--- src/rtl/vi_pkg.sv ---
package vi_pkg;
  typedef enum logic [1:0] {
    CMD_NONE   = 2'b00,
    CMD_LDMISS = 2'b01,
    CMD_STMISS = 2'b10,
    CMD_WB     = 2'b11
  } bus_cmd_e;

  typedef enum logic [1:0] {
    ST_IDLE = 2'b00,
    ST_REQ  = 2'b01,
    ST_WAIT = 2'b10
  } ctrl_st_e;
endpackage

--- src/rtl/vi_line_store.sv ---
module vi_line_store #(
  parameter int IDX_W  = 2,
  parameter int TAG_W  = 4,
  parameter int DATA_W = 16,
  localparam int NLINES = 1 << IDX_W
) (
  input  logic              clk_i,
  input  logic              rst_ni,
  input  logic [IDX_W-1:0]  rd_idx_i,
  input  logic [IDX_W-1:0]  snp_idx_i,
  input  logic              inv_en_i,
  input  logic              wr_en_i,
  input  logic              wr_valid_i,
  input  logic              wr_dirty_i,
  input  logic [TAG_W-1:0]  wr_tag_i,
  input  logic [DATA_W-1:0] wr_data_i,
  output logic              rd_valid_o,
  output logic              rd_dirty_o,
  output logic [TAG_W-1:0]  rd_tag_o,
  output logic [DATA_W-1:0] rd_data_o,
  output logic              sn_valid_o,
  output logic              sn_dirty_o,
  output logic [TAG_W-1:0]  sn_tag_o,
  output logic [DATA_W-1:0] sn_data_o,
  output logic [NLINES-1:0] valid_vec_o
);
  logic [NLINES-1:0] dirty_vec;
  logic [TAG_W-1:0]  tag_arr  [NLINES];
  logic [DATA_W-1:0] data_arr [NLINES];

  for (genvar i = 0; i < NLINES; i++) begin : g_line
    logic              valid_q, dirty_q;
    logic [TAG_W-1:0]  tag_q;
    logic [DATA_W-1:0] data_q;

    // snoop invalidate and core write never target one line in one cycle
    always_ff @(posedge clk_i or negedge rst_ni) begin
      if (!rst_ni) begin
        valid_q <= 1'b0;
        dirty_q <= 1'b0;
        tag_q   <= '0;
        data_q  <= '0;
      end else if (inv_en_i && snp_idx_i == IDX_W'(i)) begin
        valid_q <= 1'b0;
        dirty_q <= 1'b0;
      end else if (wr_en_i && rd_idx_i == IDX_W'(i)) begin
        valid_q <= wr_valid_i;
        dirty_q <= wr_dirty_i;
        tag_q   <= wr_tag_i;
        data_q  <= wr_data_i;
      end
    end

    assign valid_vec_o[i] = valid_q;
    assign dirty_vec[i]   = dirty_q;
    assign tag_arr[i]     = tag_q;
    assign data_arr[i]    = data_q;
  end

  assign rd_valid_o = valid_vec_o[rd_idx_i];
  assign rd_dirty_o = dirty_vec[rd_idx_i];
  assign rd_tag_o   = tag_arr[rd_idx_i];
  assign rd_data_o  = data_arr[rd_idx_i];
  assign sn_valid_o = valid_vec_o[snp_idx_i];
  assign sn_dirty_o = dirty_vec[snp_idx_i];
  assign sn_tag_o   = tag_arr[snp_idx_i];
  assign sn_data_o  = data_arr[snp_idx_i];
endmodule

--- src/rtl/vi_snoop_match.sv ---
module vi_snoop_match #(
  parameter int TAG_W = 4
) (
  input  logic             snp_valid_i,
  input  logic [1:0]       snp_cmd_i,
  input  logic [TAG_W-1:0] snp_tag_i,
  input  logic             line_valid_i,
  input  logic             line_dirty_i,
  input  logic [TAG_W-1:0] line_tag_i,
  output logic             hit_o,
  output logic             wb_o
);
  import vi_pkg::*;
  logic is_miss;

  always_comb begin
    is_miss = (snp_cmd_i == CMD_LDMISS) || (snp_cmd_i == CMD_STMISS);
    hit_o   = snp_valid_i && is_miss && line_valid_i && (line_tag_i == snp_tag_i);
    wb_o    = hit_o && line_dirty_i;
  end
endmodule

--- src/rtl/vi_ctrl_fsm.sv ---
module vi_ctrl_fsm #(
  parameter int IDX_W  = 2,
  parameter int TAG_W  = 4,
  parameter int DATA_W = 16,
  localparam int ADDR_W = IDX_W + TAG_W
) (
  input  logic              clk_i,
  input  logic              rst_ni,
  input  logic              core_req_i,
  input  logic              core_we_i,
  input  logic [ADDR_W-1:0] core_addr_i,
  input  logic [DATA_W-1:0] core_wdata_i,
  output logic              core_ack_o,
  input  logic              line_valid_i,
  input  logic              line_dirty_i,
  input  logic [TAG_W-1:0]  line_tag_i,
  input  logic [DATA_W-1:0] line_data_i,
  input  logic              snp_valid_i,
  input  logic [IDX_W-1:0]  snp_idx_i,
  output logic              bus_req_o,
  output logic [1:0]        bus_cmd_o,
  output logic [ADDR_W-1:0] bus_addr_o,
  input  logic              bus_gnt_i,
  input  logic              bus_resp_i,
  input  logic [DATA_W-1:0] bus_resp_data_i,
  output logic              wr_en_o,
  output logic              wr_valid_o,
  output logic              wr_dirty_o,
  output logic [TAG_W-1:0]  wr_tag_o,
  output logic [DATA_W-1:0] wr_data_o
);
  import vi_pkg::*;

  ctrl_st_e   st_q;
  bus_cmd_e   cmd_q, miss_cmd;
  logic [IDX_W-1:0] idx;
  logic [TAG_W-1:0] tag;
  logic hit, clash, victim_dirty;

  always_comb begin
    idx          = core_addr_i[IDX_W-1:0];
    tag          = core_addr_i[ADDR_W-1:IDX_W];
    hit          = line_valid_i && (line_tag_i == tag);
    clash        = snp_valid_i && (snp_idx_i == idx);
    victim_dirty = line_valid_i && line_dirty_i && (line_tag_i != tag);
    miss_cmd     = core_we_i ? CMD_STMISS : CMD_LDMISS;
    core_ack_o   = (st_q == ST_IDLE) && core_req_i && hit && !clash;
    bus_req_o    = (st_q != ST_IDLE);
    bus_cmd_o    = bus_req_o ? cmd_q : CMD_NONE;
    bus_addr_o   = (cmd_q == CMD_WB) ? {line_tag_i, idx} : core_addr_i;

    wr_en_o    = 1'b0;
    wr_valid_o = line_valid_i;
    wr_dirty_o = line_dirty_i;
    wr_tag_o   = line_tag_i;
    wr_data_o  = line_data_i;
    if (core_ack_o && core_we_i) begin
      wr_en_o    = 1'b1;
      wr_dirty_o = 1'b1;
      wr_data_o  = core_wdata_i;
    end else if (st_q == ST_WAIT && bus_resp_i) begin
      wr_en_o    = 1'b1;
      wr_dirty_o = 1'b0;
      if (cmd_q == CMD_WB) begin
        wr_valid_o = 1'b0;
      end else begin
        wr_valid_o = 1'b1;
        wr_tag_o   = tag;
        wr_data_o  = bus_resp_data_i;
      end
    end
  end

  always_ff @(posedge clk_i or negedge rst_ni) begin
    if (!rst_ni) begin
      st_q  <= ST_IDLE;
      cmd_q <= CMD_NONE;
    end else begin
      unique case (st_q)
        ST_IDLE: if (core_req_i && !hit && !clash) begin
          cmd_q <= victim_dirty ? CMD_WB : miss_cmd;
          st_q  <= ST_REQ;
        end
        ST_REQ: begin
          // victim may be taken by a snoop before our writeback is granted
          if (cmd_q == CMD_WB && !victim_dirty) cmd_q <= miss_cmd;
          else if (bus_gnt_i)                   st_q  <= ST_WAIT;
        end
        ST_WAIT: if (bus_resp_i) begin
          if (cmd_q == CMD_WB) begin
            cmd_q <= miss_cmd;
            st_q  <= ST_REQ;
          end else begin
            st_q  <= ST_IDLE;
          end
        end
        default: st_q <= ST_IDLE;
      endcase
    end
  end
endmodule

--- src/rtl/vi_snoop_ctrl.sv ---
module vi_snoop_ctrl #(
  parameter int ADDR_W = 6,
  parameter int IDX_W  = 2,
  parameter int DATA_W = 16,
  localparam int TAG_W  = ADDR_W - IDX_W,
  localparam int NLINES = 1 << IDX_W
) (
  input  logic              clk_i,
  input  logic              rst_ni,
  input  logic              core_req_i,
  input  logic              core_we_i,
  input  logic [ADDR_W-1:0] core_addr_i,
  input  logic [DATA_W-1:0] core_wdata_i,
  output logic              core_ack_o,
  output logic [DATA_W-1:0] core_rdata_o,
  output logic              bus_req_o,
  input  logic              bus_gnt_i,
  output logic [1:0]        bus_cmd_o,
  output logic [ADDR_W-1:0] bus_addr_o,
  output logic [DATA_W-1:0] bus_data_o,
  input  logic              bus_resp_i,
  input  logic [DATA_W-1:0] bus_resp_data_i,
  input  logic              snp_valid_i,
  input  logic [1:0]        snp_cmd_i,
  input  logic [ADDR_W-1:0] snp_addr_i,
  output logic              snp_hit_o,
  output logic              snp_wb_o,
  output logic [DATA_W-1:0] snp_data_o
);
  logic              rd_valid, rd_dirty, sn_valid, sn_dirty;
  logic [TAG_W-1:0]  rd_tag, sn_tag, wr_tag;
  logic [DATA_W-1:0] rd_data, wr_data;
  logic              wr_en, wr_valid, wr_dirty;
  logic [NLINES-1:0] valid_vec;

  vi_line_store #(.IDX_W(IDX_W), .TAG_W(TAG_W), .DATA_W(DATA_W)) u_store (
    .clk_i, .rst_ni,
    .rd_idx_i   (core_addr_i[IDX_W-1:0]),
    .snp_idx_i  (snp_addr_i[IDX_W-1:0]),
    .inv_en_i   (snp_hit_o),
    .wr_en_i    (wr_en),
    .wr_valid_i (wr_valid),
    .wr_dirty_i (wr_dirty),
    .wr_tag_i   (wr_tag),
    .wr_data_i  (wr_data),
    .rd_valid_o (rd_valid),
    .rd_dirty_o (rd_dirty),
    .rd_tag_o   (rd_tag),
    .rd_data_o  (rd_data),
    .sn_valid_o (sn_valid),
    .sn_dirty_o (sn_dirty),
    .sn_tag_o   (sn_tag),
    .sn_data_o  (snp_data_o),
    .valid_vec_o(valid_vec)
  );

  vi_snoop_match #(.TAG_W(TAG_W)) u_match (
    .snp_valid_i,
    .snp_cmd_i,
    .snp_tag_i   (snp_addr_i[ADDR_W-1:IDX_W]),
    .line_valid_i(sn_valid),
    .line_dirty_i(sn_dirty),
    .line_tag_i  (sn_tag),
    .hit_o       (snp_hit_o),
    .wb_o        (snp_wb_o)
  );

  vi_ctrl_fsm #(.IDX_W(IDX_W), .TAG_W(TAG_W), .DATA_W(DATA_W)) u_fsm (
    .clk_i, .rst_ni,
    .core_req_i, .core_we_i, .core_addr_i, .core_wdata_i, .core_ack_o,
    .line_valid_i   (rd_valid),
    .line_dirty_i   (rd_dirty),
    .line_tag_i     (rd_tag),
    .line_data_i    (rd_data),
    .snp_valid_i,
    .snp_idx_i      (snp_addr_i[IDX_W-1:0]),
    .bus_req_o, .bus_cmd_o, .bus_addr_o,
    .bus_gnt_i, .bus_resp_i, .bus_resp_data_i,
    .wr_en_o        (wr_en),
    .wr_valid_o     (wr_valid),
    .wr_dirty_o     (wr_dirty),
    .wr_tag_o       (wr_tag),
    .wr_data_o      (wr_data)
  );

  assign core_rdata_o = rd_data;
  assign bus_data_o   = rd_data;
endmodule

--- config.mk ---
export PLATFORM = sky130hd
export DESIGN_NAME = vi_snoop_ctrl
export DESIGN_NICKNAME = d
export VERILOG_FILES = /design/src/rtl/vi_pkg.sv /design/src/rtl/vi_line_store.sv /design/src/rtl/vi_snoop_match.sv /design/src/rtl/vi_ctrl_fsm.sv /design/src/rtl/vi_snoop_ctrl.sv
export SDC_FILE = /design/constraint.sdc
export NUM_CORES = 1
export LEC_CHECK = 0
export ABC_AREA = 1
export BUFFER_PORTS_ARGS = -buffer_cell sky130_fd_sc_hd__buf_4
export CORE_MARGIN = 2
export CORE_UTILIZATION = 57
export DETAILED_ROUTE_END_ITERATION = 8
export GPL_TIMING_DRIVEN = 0
export PLACE_DENSITY = 0.93
export REMOVE_ABC_BUFFERS = 1
export SLEW_MARGIN = 0
export SYNTH_ARGS = -nofsm -noshare
export SYNTH_HDL_FRONTEND = slang
export SYNTH_SLANG_ARGS = --single-unit
--- constraint.sdc ---
create_clock -name clk_i -period 2.8 [get_ports clk_i]
set_clock_uncertainty 0.1 [all_clocks]
set_input_delay 0.7 -clock clk_i [delete_from_list [all_inputs] [get_ports clk_i]]
set_output_delay 0.7 -clock clk_i [all_outputs]
set_load 0.01 [all_outputs]
==> results by stage <==
Place:
- Routability-driven placement finished with a final weighted congestion of 0.870.
- The worst setup slack after placement is -1.91 ns.
- The detailed-placement wirelength estimate is 11700 µm.
- In this run the tool buffered the top-level ports with 112 buffer cells.
- The standard cell area after detailed placement is 0.00679 mm².

Critical path:
- Data arrives at the worst endpoint at 2.15 ns.
- The critical register-to-register path startpoint is u_store.g_line[0].tag_q[1].
- The signal on the critical path passes through buf_12 -> clkinvlp_4 -> nor2_4 -> buf_4 -> buf_4 -> a22oi_1 -> o221ai_2 -> buf_4.
- Among all stages on the critical path, the largest delay is contributed by a22oi_1.
- The worst setup path is launched from a primary input.
- The logic depth of the worst register-to-register path is 16.
- The worst setup path category is primary input to output pin.
- The required time reported for the critical path endpoint is 2.00 ns.
- The endpoint class of the critical path is an output pin.
- The worst register-to-register path ends at u_store.g_line[0].tag_q[1].
- Among the stages of the critical path, the cell type that occurs most often is buf_4.
- The worst stage delay on the critical path is 0.42 ns.
- The worst-case register-to-register setup slack is 0.08 ns.
- Of all nets on the critical path, the largest fanout is 6.

Outcome:
- The flow ran to the end, but the final reports show violations.
- The checks that failed: DRC, setup timing.

Die:
- The die outline width is 108 µm.
- The number of top-level pins is 113.
- The core area is 0.0104 mm².
- The floorplan step defined a die boundary enclosing 0.0116 mm².
- The die is 108 µm tall.
- The starting utilization of the core area is 0.589.
- The number of rows in the core area is 37.

Global routing:
- The number of global-route vias before repair is 6693.
- The maximum number of pins on one net before global-route repair is 93.
- The initial antenna violation count is 0.
- The global-route usage over all layers is 0.376.
- The first-pass GRT wire length is 33400 µm.
- After global routing the overflow that remains totals 0.

Final layout:
- The finished cells cover 0.00797 mm².
- In the final layout, the share of cells above drive strength 1 is 0.270.
- The number of inserted filler cells in the final layout is 638.
- From synthesis to final layout, the design area changed by 30.5%.
- At the end of the flow, the number of nets in the layout was 1014.
- The number of antenna diodes in the final layout is 0.

Route:
- The starting DRC count in detailed routing is 1533.
- The detailed-route vias per instance is 6.79.
- The detailed-route wire length per cell is 22.1 µm.
- In this run the remaining antenna-violating nets after routing total 0.
- The sum of routed wire length over all layers is 24300 µm.
- The number of remaining DRC errors is 1.
- The first-pass iteration count of the detailed router is 9.
- The routed layout has 7453 vias.

STA:
- Subtracting the final worst setup slack from the clock period gives 2.95 ns.
- The number of slew-limit violations in the final report came to 0.
- Once routing completed, OpenROAD measured the worst setup slack at -0.152 ns.
- The final clock period utilization by the worst path is 1.05.
- Headroom to the max-slew limit came out at 0.193.
- The maximum clock frequency is 339 MHz.
- Setup violations remaining at the end of the flow were counted as 42.
- For the pin with the worst max-slew slack, the measured transition is 1.21 ns.
- The worst hold margin is 0.387 ns.
- Setup repair after global routing could not meet its margin everywhere.
- The aggregate negative setup slack is -2.64 ns.
- The number of hold violations in the final report is 0.

Clock network:
- The clock net sink count is 92.
- Buffers inserted during clock tree synthesis total 9.
- The TritonCTS clock tree is done.
- The clock network latency to the later pin of the worst-skew pair is 0.38 ns.
- CTS built an H-tree with a depth of 3.
- Clock-pin slew was measured on the worst setup and hold paths at 0.09 ns.
- The master cell of the clock root buffer is clkbuf_8.
- The clock tree buffer depth is 2.

Worst hold path:
- For hold timing, the worst endpoint is u_store.g_line[3].data_q[8].
- The min-delay analysis places its worst path in the category flop to flop.
- The start point of the worst hold path is u_store.g_line[3].data_q[8].
- The worst hold path passes through 2 cells.

Job:
- The max-cap violation count is 0.

Synthesis:
- The unique cell type count in the Yosys netlist is 35.
- The sequential element share of the synthesized area is 0.377.
- The share of async-settable or async-resettable flops after synthesis is 1.00.
- The instance count of the mapped netlist is 843.
- The area of the mapped netlist is 0.00611 mm².
- The number of enable flip-flop cells after synthesis is 0.
- Yosys printed 0 warnings.
- In this run, synthesis produced a sequential element count of 92.
- The average instance in the mapped netlist occupies 7.25 µm².
- In the synthesized netlist the dominant register cell turns out to be dfrtp_1.

Power:
- The combinational power share is 0.444.
- The share of total power dissipated in sequential elements is 0.362.
- IR analysis of the VDD net gives a maximum drop of 0.000420 V.
- The net switching power of the design is 2.27 mW.
- The internal portion of the total power is 3.01 mW.
- Power spread over the standard cell area amounts to 663 mW/mm².
- The part of the total power dissipated in the clock network is 0.194.
- Of the total power, the share spent switching nets is 0.430.
- The leakage power total is 4.11 nW.
- The overall power is 5.28 mW.
==> cell usage after synthesis, drive strengths merged (10+ instances only) <==
cell type / instances / area (µm²)
mux2i: 10 / 100
a21oi: 11 / 85.1
o221ai: 31 / 272
inv: 83 / 312
nand3: 96 / 485
clkbuf: 14 / 52.6
a22oi: 37 / 278
o21ai: 12 / 60.1
dfrtp: 92 / 2300
nor2: 20 / 108
nand2: 334 / 1260
nand4: 39 / 319
buf: 50 / 328
==> through the flow <==
| step | cells | util |
|---|---|---|
| 6_report | 1098 | 0.769 |
| 4_1_cts | 1083 | 0.734 |
| 3_5_place_dp | 1029 | 0.655 |
| 2_1_floorplan | 779 | - |
| 5_1_grt | 1098 | 0.769 |
| 3_3_place_gp | 1027 | 0.650 |
==> per-layer routing <==
layer	up-vias	global-route usage	share of wire
met5	-	0	0
met4	0	0.257	0.080
met3	247	0.0956	0.17
met2	816	0.583	0.43
met1	3341	0.460	0.32
li1	3049	-	-
==> layout by cell type (no fill, tap or decap), drive strengths merged, types with 11 or more instances in the layout <==
master,synthesis,routed
a21oi,11,11
a22oi,37,37
buf,50,158
clkbuf,14,11
dfrtp,92,92
inv,83,80
nand2,334,334
nand3,96,99
nand4,39,42
nor2,20,21
o21ai,12,12
o221ai,31,31
==> layout make-up <==
cell class / instances / area [µm²] / area share
Timing Repair inverter: 1 / 7.51 / 0.000941
Clock buffer: 10 / 128 / 0.0160
Inverter: 83 / 333 / 0.0417
Clock inverter: 6 / 88.8 / 0.0111
Tap cell: 136 / 170 / 0.0213
Multi-Input combinational cell: 611 / 3560 / 0.447
Timing Repair Buffer: 159 / 1380 / 0.174
Sequential cell: 92 / 2300 / 0.289
==> power by group through the flow <==
stage / sequential (mW) / combinational [mW] / clock (mW)
after floorplan: 1.82 / 1.22 / 0
after global placement: 1.87 / 1.85 / 0
after detailed placement: 1.88 / 1.92 / 0
after CTS: 1.86 / 2.08 / 0.992
after global routing: 1.93 / 2.51 / 1.06
final: 1.91 / 2.35 / 1.03
==> cell families (layout without fill, tap and decap cells) <==
family,count (synthesis),count (layout),synth area share
mux,10,10,0.0164
fa+ha+maj,4,4,0.00819
xor+xnor,1,1,0.00450
simple gates,492,499,0.359
buf+inv,147,259,0.113
compound gates,97,97,0.122
flops,92,92,0.377
==> how the worst max path moves through the flow <==
stage	start	to	slack [ns]
after detailed placement	core_addr_i[0]	u_store.g_line[3].data_q[5]	-1.91
after floorplan	core_addr_i[0]	u_store.g_line[0].data_q[0]	-0.80
after global routing	snp_addr_i[0]	snp_data_o[14]	-0.19
final	snp_addr_i[0]	snp_data_o[14]	-0.15
after CTS	snp_addr_i[0]	snp_wb_o	-0.09
after global placement	core_addr_i[0]	u_store.g_line[3].data_q[4]	-2.59
==> worst max-delay path: cells and delay by family <==
| family | cells | cell delay (ns) |
|---|---|---|
| buffers and inverters | 5 | 0.72 |
| AOI/OAI and AO/OA | 2 | 0.67 |
| and+or+nand+nor | 1 | 0.05 |
==> state kept, by name (all words and copies together) (netlist names) <==
signal,cells
u_store.g_line.data_q,64
u_store.g_line.tag_q,16
u_store.g_line.dirty_q,4
u_store.g_line.valid_q,4
u_fsm.cmd_q,2
u_fsm.st_q,2
==> repair_timing <==
item | CTS | global route
resized for setup | 52 | 42
pin swaps | 18 | 14
buffers inserted | 35 | 10
gates cloned | 3 | 5
hold buffers | 0 | 0
setup endpoints to repair | 139 | 125
(Power assumes the default switching activity.)
